### src/rtl/irq_router_pkg.sv
package irq_router_pkg;
  localparam int ADDR_W = 10;

  // register word addresses
  localparam logic [ADDR_W-1:0] ADR_ROUTE_END = 10'h020;
  localparam logic [ADDR_W-1:0] ADR_EN_CLR    = 10'h180;
  localparam logic [ADDR_W-1:0] ADR_EN_SET    = 10'h184;
  localparam logic [ADDR_W-1:0] ADR_ASG_CLR   = 10'h188;
  localparam logic [ADDR_W-1:0] ADR_ASG_SET   = 10'h18C;
  localparam logic [ADDR_W-1:0] ADR_ID        = 10'h1A0;
  localparam logic [ADDR_W-1:0] ADR_STALL     = 10'h200;
  localparam logic [ADDR_W-1:0] ADR_CCTL      = 10'h220;

  localparam int ID_CNT_SHIFT = 18;
  localparam int IPI_W        = 2;
endpackage

### src/rtl/irq_router_regs.sv
module irq_router_regs
  import irq_router_pkg::*;
#(
  parameter int NCORE = 4,
  parameter int NLINE = 8,
  parameter int CW    = 2
) (
  input  logic                   clk,
  input  logic                   rst_n,
  input  logic                   req_valid,
  input  logic                   req_write,
  input  logic [CW-1:0]          req_core,
  input  logic [ADDR_W-1:0]      req_addr,
  input  logic [31:0]            req_wdata,
  output logic [31:0]            rdata,
  output logic [NLINE-1:0]       en_mask,
  output logic [NLINE-1:0]       asg_mask,
  output logic [NLINE*NCORE-1:0] route_flat,
  output logic [NCORE-1:0]       stall
);
  localparam logic [NCORE-1:0] STALL_RST = ~(NCORE'(1));
  localparam logic [NCORE-1:0] ROUTE_RST = NCORE'(1);

  logic [NCORE-1:0] route_q [NLINE];
  logic [NCORE-1:0] route_d [NLINE];
  logic [NLINE-1:0] en_q, en_d, asg_q, asg_d;
  logic [NCORE-1:0] stall_q, stall_d, cctl_q, cctl_d;
  logic             wr;
  logic [NLINE-1:0] wlines;

  assign wr     = req_valid & req_write;
  assign wlines = req_wdata[NLINE-1:0];

  // next-state
  always_comb begin
    en_d    = en_q;
    asg_d   = asg_q;
    stall_d = stall_q;
    cctl_d  = cctl_q;
    for (int n = 0; n < NLINE; n++) begin
      route_d[n] = route_q[n];
      if (wr && req_addr == ADDR_W'(n)) route_d[n] = req_wdata[NCORE-1:0];
    end
    if (wr) begin
      case (req_addr)
        ADR_EN_CLR:  en_d    = en_q & ~wlines;
        ADR_EN_SET:  en_d    = en_q | wlines;
        ADR_ASG_CLR: asg_d   = asg_q & ~wlines;
        ADR_ASG_SET: asg_d   = asg_q | wlines;
        ADR_STALL:   stall_d = req_wdata[NCORE-1:0];
        ADR_CCTL: begin
          for (int c = 0; c < NCORE; c++)
            if (req_core == CW'(c)) cctl_d[c] = req_wdata[0];
        end
        default: ;
      endcase
    end
  end

  // state registers
  always_ff @(posedge clk or negedge rst_n) begin
    if (!rst_n) begin
      en_q    <= '1;
      asg_q   <= '0;
      stall_q <= STALL_RST;
      cctl_q  <= '0;
      for (int n = 0; n < NLINE; n++) route_q[n] <= ROUTE_RST;
    end else begin
      en_q    <= en_d;
      asg_q   <= asg_d;
      stall_q <= stall_d;
      cctl_q  <= cctl_d;
      for (int n = 0; n < NLINE; n++) route_q[n] <= route_d[n];
    end
  end

  // read mux
  always_comb begin
    rdata = '0;
    if (req_addr < ADR_ROUTE_END) begin
      for (int n = 0; n < NLINE; n++)
        if (req_addr == ADDR_W'(n)) rdata[NCORE-1:0] = route_q[n];
    end else begin
      case (req_addr)
        ADR_EN_CLR:  rdata[NLINE-1:0] = en_q;
        ADR_ASG_CLR: rdata[NLINE-1:0] = asg_q;
        ADR_ID:      rdata = (32'(NCORE - 1) << ID_CNT_SHIFT) | 32'(req_core);
        ADR_STALL:   rdata[NCORE-1:0] = stall_q;
        ADR_CCTL: begin
          for (int c = 0; c < NCORE; c++)
            if (req_core == CW'(c)) rdata[0] = cctl_q[c];
        end
        default: rdata = '0;
      endcase
    end
  end

  generate
    for (genvar n = 0; n < NLINE; n++) begin : g_flat
      assign route_flat[n*NCORE +: NCORE] = route_q[n];
    end
  endgenerate

  assign en_mask  = en_q;
  assign asg_mask = asg_q;
  assign stall    = stall_q;
endmodule

### src/rtl/irq_router_lane.sv
module irq_router_lane
  import irq_router_pkg::*;
#(
  parameter int NLINE = 8,
  parameter int OUTW  = NLINE + IPI_W
) (
  input  logic             clk,
  input  logic             rst_n,
  input  logic [NLINE-1:0] pend,
  input  logic [NLINE-1:0] route_col,
  input  logic [IPI_W-1:0] ipi,
  output logic [OUTW-1:0]  irq_q
);
  logic [OUTW-1:0] irq_d;

  always_comb irq_d = {pend & route_col, ipi};

  always_ff @(posedge clk or negedge rst_n) begin
    if (!rst_n) irq_q <= '0;
    else        irq_q <= irq_d;
  end
endmodule

### src/rtl/irq_router.sv
module irq_router
  import irq_router_pkg::*;
#(
  parameter int NCORE = 4,
  parameter int NEXT  = 7,
  localparam int CW   = (NCORE > 1) ? $clog2(NCORE) : 1,
  localparam int NLINE = NEXT + 1,
  localparam int OUTW  = NLINE + IPI_W
) (
  input  logic                  clk,
  input  logic                  rst_n,
  input  logic                  req_valid,
  input  logic                  req_write,
  input  logic [CW-1:0]         req_core,
  input  logic [ADDR_W-1:0]     req_addr,
  input  logic [31:0]           req_wdata,
  output logic [31:0]           rsp_rdata,
  input  logic [NEXT-1:0]       line_in,
  input  logic [IPI_W*NCORE-1:0] ipi_in,
  output logic [NCORE*OUTW-1:0] irq_out,
  output logic [NCORE-1:0]      stall_out
);
  logic                   rst_meta, rst_sync;
  logic [NLINE-1:0]       en_mask, asg_mask, line_state, pend;
  logic [NLINE*NCORE-1:0] route_flat;

  // asynchronous assert, synchronous release
  always_ff @(posedge clk or negedge rst_n) begin
    if (!rst_n) begin
      rst_meta <= 1'b0;
      rst_sync <= 1'b0;
    end else begin
      rst_meta <= 1'b1;
      rst_sync <= rst_meta;
    end
  end

  irq_router_regs #(.NCORE(NCORE), .NLINE(NLINE), .CW(CW)) u_regs (
    .clk       (clk),
    .rst_n     (rst_sync),
    .req_valid (req_valid),
    .req_write (req_write),
    .req_core  (req_core),
    .req_addr  (req_addr),
    .req_wdata (req_wdata),
    .rdata     (rsp_rdata),
    .en_mask   (en_mask),
    .asg_mask  (asg_mask),
    .route_flat(route_flat),
    .stall     (stall_out)
  );

  // line 0 is reserved and has no pin
  assign line_state = {line_in, 1'b0};
  assign pend       = (line_state & en_mask) | asg_mask;

  generate
    for (genvar c = 0; c < NCORE; c++) begin : g_core
      logic [NLINE-1:0] col;
      for (genvar n = 0; n < NLINE; n++) begin : g_col
        assign col[n] = route_flat[n*NCORE + c];
      end
      irq_router_lane #(.NLINE(NLINE), .OUTW(OUTW)) u_lane (
        .clk      (clk),
        .rst_n    (rst_sync),
        .pend     (pend),
        .route_col(col),
        .ipi      (ipi_in[c*IPI_W +: IPI_W]),
        .irq_q    (irq_out[c*OUTW +: OUTW])
      );
    end
  endgenerate
endmodule

### config.mk
export PLATFORM = sky130hd
export DESIGN_NAME = irq_router
export DESIGN_NICKNAME = d
export VERILOG_FILES = /design/src/rtl/irq_router_pkg.sv /design/src/rtl/irq_router_regs.sv /design/src/rtl/irq_router_lane.sv /design/src/rtl/irq_router.sv
export SDC_FILE = /design/constraint.sdc
export NUM_CORES = 1
export LEC_CHECK = 0
export BUFFER_PORTS_ARGS = -buffer_cell sky130_fd_sc_hd__buf_2
export CAP_MARGIN = 10
export CORE_MARGIN = 3
export CORE_UTILIZATION = 33
export DETAILED_ROUTE_END_ITERATION = 8
export MAX_ROUTING_LAYER = met4
export PLACE_DENSITY = 0.56
export SYNTH_ARGS = -nofsm -noshare
export SYNTH_HDL_FRONTEND = slang
export SYNTH_SLANG_ARGS = --single-unit
### constraint.sdc
create_clock -name clk -period 5.9 [get_ports clk]
set_input_delay 0.295 -clock clk [delete_from_list [all_inputs] [get_ports clk]]
set_output_delay 0.295 -clock clk [all_outputs]
set_load 0.02 [all_outputs]
# == After elaboration in Yosys (flattened, before gate mapping) ==
# Cells that the tools add are included.
# totals
reg_bits,98
latch_bits,0
mem_bits_rw,0
mem_bits_ro,0
in_bits,63
n_memories,0
# classes
n_addsub,0
multipliers,0
div,0
magnitude_cmp,1
n_eq_ne,17
n_shift,0
muxes,20
n_bitwise,12
n_reduce_logical,19
# op_table
cell,count
8-bit AND,7
"10-bit by 9-bit == test with 1-bit output, second input constant",5
"10-bit by 3-bit == test with 1-bit output, second input constant",4
4-bit two-way mux,9
8-bit case mux with 2 select lines,2
8-bit OR,3
"10-bit == test, second input constant",2
"10-bit by 2-bit == test with 1-bit output, second input constant",2
16-bit two-way mux,1
12-bit two-way mux,1
3-bit case mux with 4 select lines,1
3-bit AND reduction,4
"10-bit by 1-bit == test with 1-bit output, second input constant",1
10-bit logical NOT,1
"10-bit by 6-bit less-than comparator with 1-bit output, second input constant",1
1-bit logical AND,8
8-bit inverter,1
4-bit case mux with 2 select lines,1
2-bit AND reduction,3
1-bit case mux with 5 select lines,1
"2-bit == test, second input constant",2
1-bit two-way mux,4
2-bit nonzero test,2
"2-bit by 1-bit == test with 1-bit output, second input constant",1
other kinds (2),2

# == Longest topological paths before layout ==
# depth
word_depth,10
depth_mapped,7

# == Modules after synthesis ==
# A second synthesis with hierarchy kept.
# hier_totals
hier_cells,369
area_unflattened_um2,4485.6
# by_module_without_submodules
mod,instances,cells_each,area_per_inst_um2
irq_router_regs,1,287,3178.0
irq_router_lane,4,18,300.3
irq_router,1,10,106.4

# == Least setup slack after synthesis ==
# Ideal clock, no wire load.
# synth_timing
path_kind,input port to output port
start,in req_addr[1]
end,out rsp_rdata[0]
t_arrival_ps,1944
required_ps,5605
slack_ps,3661
path_stages,6
path_buffers,1
path_cell_list,clkbuf_1 -> nor4_1 -> nand2_1 -> nor3_1 -> a2111oi_0 -> a21oi_1
# synth_via
elab_chain_len,10
elab_cells_between_ends,24
# synth_rtl
item,line_no,text
start: declaration,irq_router.sv:15,"input logic [ADDR_W-1:0] req_addr,"
10-bit logical NOT,irq_router_regs.sv:82,if (req_addr == ADDR_W'(n)) rdata[NCORE-1:0] = route_q[n];
4-bit two-way mux (8 in a row),irq_router_regs.sv:82,
4-bit two-way mux (*),irq_router_regs.sv:80,if (req_addr < ADR_ROUTE_END) begin
end: declaration,irq_router.sv:17,"output logic [31:0] rsp_rdata,"
# Mark *: on every way between the ends. The rest lies on a longest branch, timed or not.

# == Worst setup path in the final report ==
# layout_timing
start,in req_addr[0]
end,out rsp_rdata[0]
# The elaborated chain is that of the path after synthesis.

==> out/metrics.csv <==
metric,value,unit
outcome,finished clean,
Main synth FF type,dfrtp_1,
synth-to-layout area growth,17.8,%
asr flop ratio synth,100,%
placed cell count,628,
Site Rows,42,
unrepaired setup endpoints after global routing,false,
"Clk pin slew, worst setup/hold paths",60,ps
final setup vio count,0,
initial antenna violation count,0,
CP Max Fanout,31,
Resize count post-CTS,0,
Max Root-Sink Buffers,2,
drt pass-1 iters,4,
Final GP Congestion,0.860,
Syn Area/Cell,12.0,µm²
mapped cell area,4520,µm²
hold slack,53.1,ps
area of the multi-input gates,1860,µm²
Final Util,40.0,%
global route total overflow,0,
diodes inserted,0,
die width,123,µm
reg2reg start,rst_sync$_DFF_PN0_,
"Design Area, Final",5320,µm²
Routed Antenna Nets,0,
via/cell ratio,4.80,
CTS sink cnt,98,
clk_lat worst skew,340,ps
Synth Warn #,0,
final worst-path cycle share,53.9,%
IO Port Bufs,92,
P_sw,307,µW
DR DRC count,0,
count of cell types in the netlist,53,
switching share of power,23.5,%
Leakage,0.00254,µW
Num CTS Buffers,9,
vias in the first global route,3167,
Crit Path Class,input port to output port,
CORE AREA,13300,µm²
Iteration-0 DRC Markers,178,
Ports,139,
synth top area cells,"dfrtp_1 44%, mux2_2 12%, dfstp_2 11%",
Final Critical Period,3180,ps
postcts setup bufs,0,
CTS tree,done,
Post-synth top cells,"79 x dfrtp_1, 50 x mux2_2, 28 x nor2b_1, 23 x buf_4, 23 x nand2_1",
type of the tightest min-delay check,input port to register,
pwr dens,246,nW/µm²
Layout Skew,6.34,ps
DR vias,3096,
Clk pwr share,41.0,%
R2R Setup Slk,4480,ps
"EDFF count, synth",0,
"FF+latch count, synth",98,
worst path required time,5610,ps
slew margin rel.,29.6,%
Internal,999,µW
register area,2480,µm²
DR WL/cell,17.4,µm
fin nets,527,
sequential share of power,52.7,%
highest clock rate,0.314,GHz
nature of the critical path startpoint,input port,
Root Driver,clkbuf_16,
Setup crit start,req_addr[0],
Total GRT Usage,15.8,%
Logic pwr share,6.3,%
number of hold buffers added after CTS,1,
worst vdd ir,0.000106,V
max_cap viols,0,
first-pass GRT wire length,17300,µm
Final Max Tran Viols,0,
Gate Count Post-Synth,376,
Slew @ Worst Pin,1050,ps
HPWL Detailed,8240,µm
Die Ht,123,µm
Placed Area,5040,µm²
H-tree Lvls,3,
Worst Path Arrival,2890,ps
Initial Util,34.0,%
Worst Hold Launch,ipi_in[1],
endpoints failing hold,0,
largest net degree at the start of global routing,51,
"Seq/Total Area, Yosys",54.8,%
CP Capture Type,output port,
most frequent cell after synthesis,dfrtp_1,
Finished Layout Cells,645,
setup_tns,0,ps
final wirelength,11200,µm
die area,15100,µm²
library cell with the largest summed area after synthesis,dfrtp_1,
Fillers,1298,
share of cells above drive strength 1,40.5,%
area share of the largest cell type after synthesis,43.8,%
-- per-stage QoR --
stage | setup WS, ps | power (µW)
6_report | 2720 | 1310
5_1_grt | 2520 | 1360
4_1_cts | 2800 | 1330
3_5_place_dp | 2820 | 783
3_3_place_gp | 2760 | 782
2_1_floorplan | 3000 | 758
-- layout make-up --
type | instances | share of cell area (%)
Timing Repair Buffer | 94 | 8.99
Clock buffer | 14 | 4.78
Tap cell | 176 | 4.14
Sequential cell | 98 | 46.6
Inverter | 4 | 0.282
Multi-Input combinational cell | 257 | 34.9
Clock inverter | 2 | 0.235
-- power by group through the flow --
stage	Sequential (µW)	Combinational (µW)	Clock [µW]
after floorplan	706	51.9	0
after global placement	700	81.4	0
after detailed placement	701	82.0	0
after CTS	688	82.7	555
after global routing	689	90.6	578
final	688	82.3	536
-- per-layer routing --
layer  GRT usage, %  vias to the layer above  share of wire [%]  wire, µm
met3           3.43                       10                5.8       653
met4           6.71                        0                1.3       145
met2           24.1                      104                 48      5320
met1           20.5                     1519                 45      5080
li1               -                     1463                  -         -
met5              -                        -                  0         0
-- cells by family after synthesis --
family / after synthesis / share of synthesized area [%]
and+or+nand+nor: 127 / 16.3
DFF: 98 / 54.8
muxes: 65 / 16.6
AOI/OAI and AO/OA: 42 / 6.29
buffers and inverters: 42 / 5.76
other: 2 / 0.166
-- worst max-delay path, stage by stage --
cell,delay (ps)
buf_2,300
nor4_1,390
nand2_1,230
nor3_1,850
a2111oi_0,340
a21oi_1,260
buf_2,210
-- placed cells by master (no fill, tap or decap), types with 7 or more instances in the layout --
master,instances
a21oi_1,13
buf_2,92
clkbuf_16,9
conb_1,23
dfrtp_1,78
dfstp_2,19
mux2_2,50
mux2i_1,7
nand2_1,23
nand3_1,11
nor2_1,16
nor2b_1,28
nor4_1,7
-- path summary, 6_finish.rpt --
check	end	cells past startpoint
hold / removal	g_core[0].u_lane.irq_q[1]$_DFF_PN0_	1
setup reg to reg	u_regs.route_flat[7]$_DFFE_PN0P_	1
hold reg to reg	g_core[1].u_lane.irq_q[3]$_DFF_PN0_	0
min in group asynchronous	rst_sync$_DFF_PN0_	2
max in group asynchronous	u_regs.route_flat[7]$_DFFE_PN0P_	1
setup / recovery	rsp_rdata[0]	7
Power figures use the tool's default switching activity.
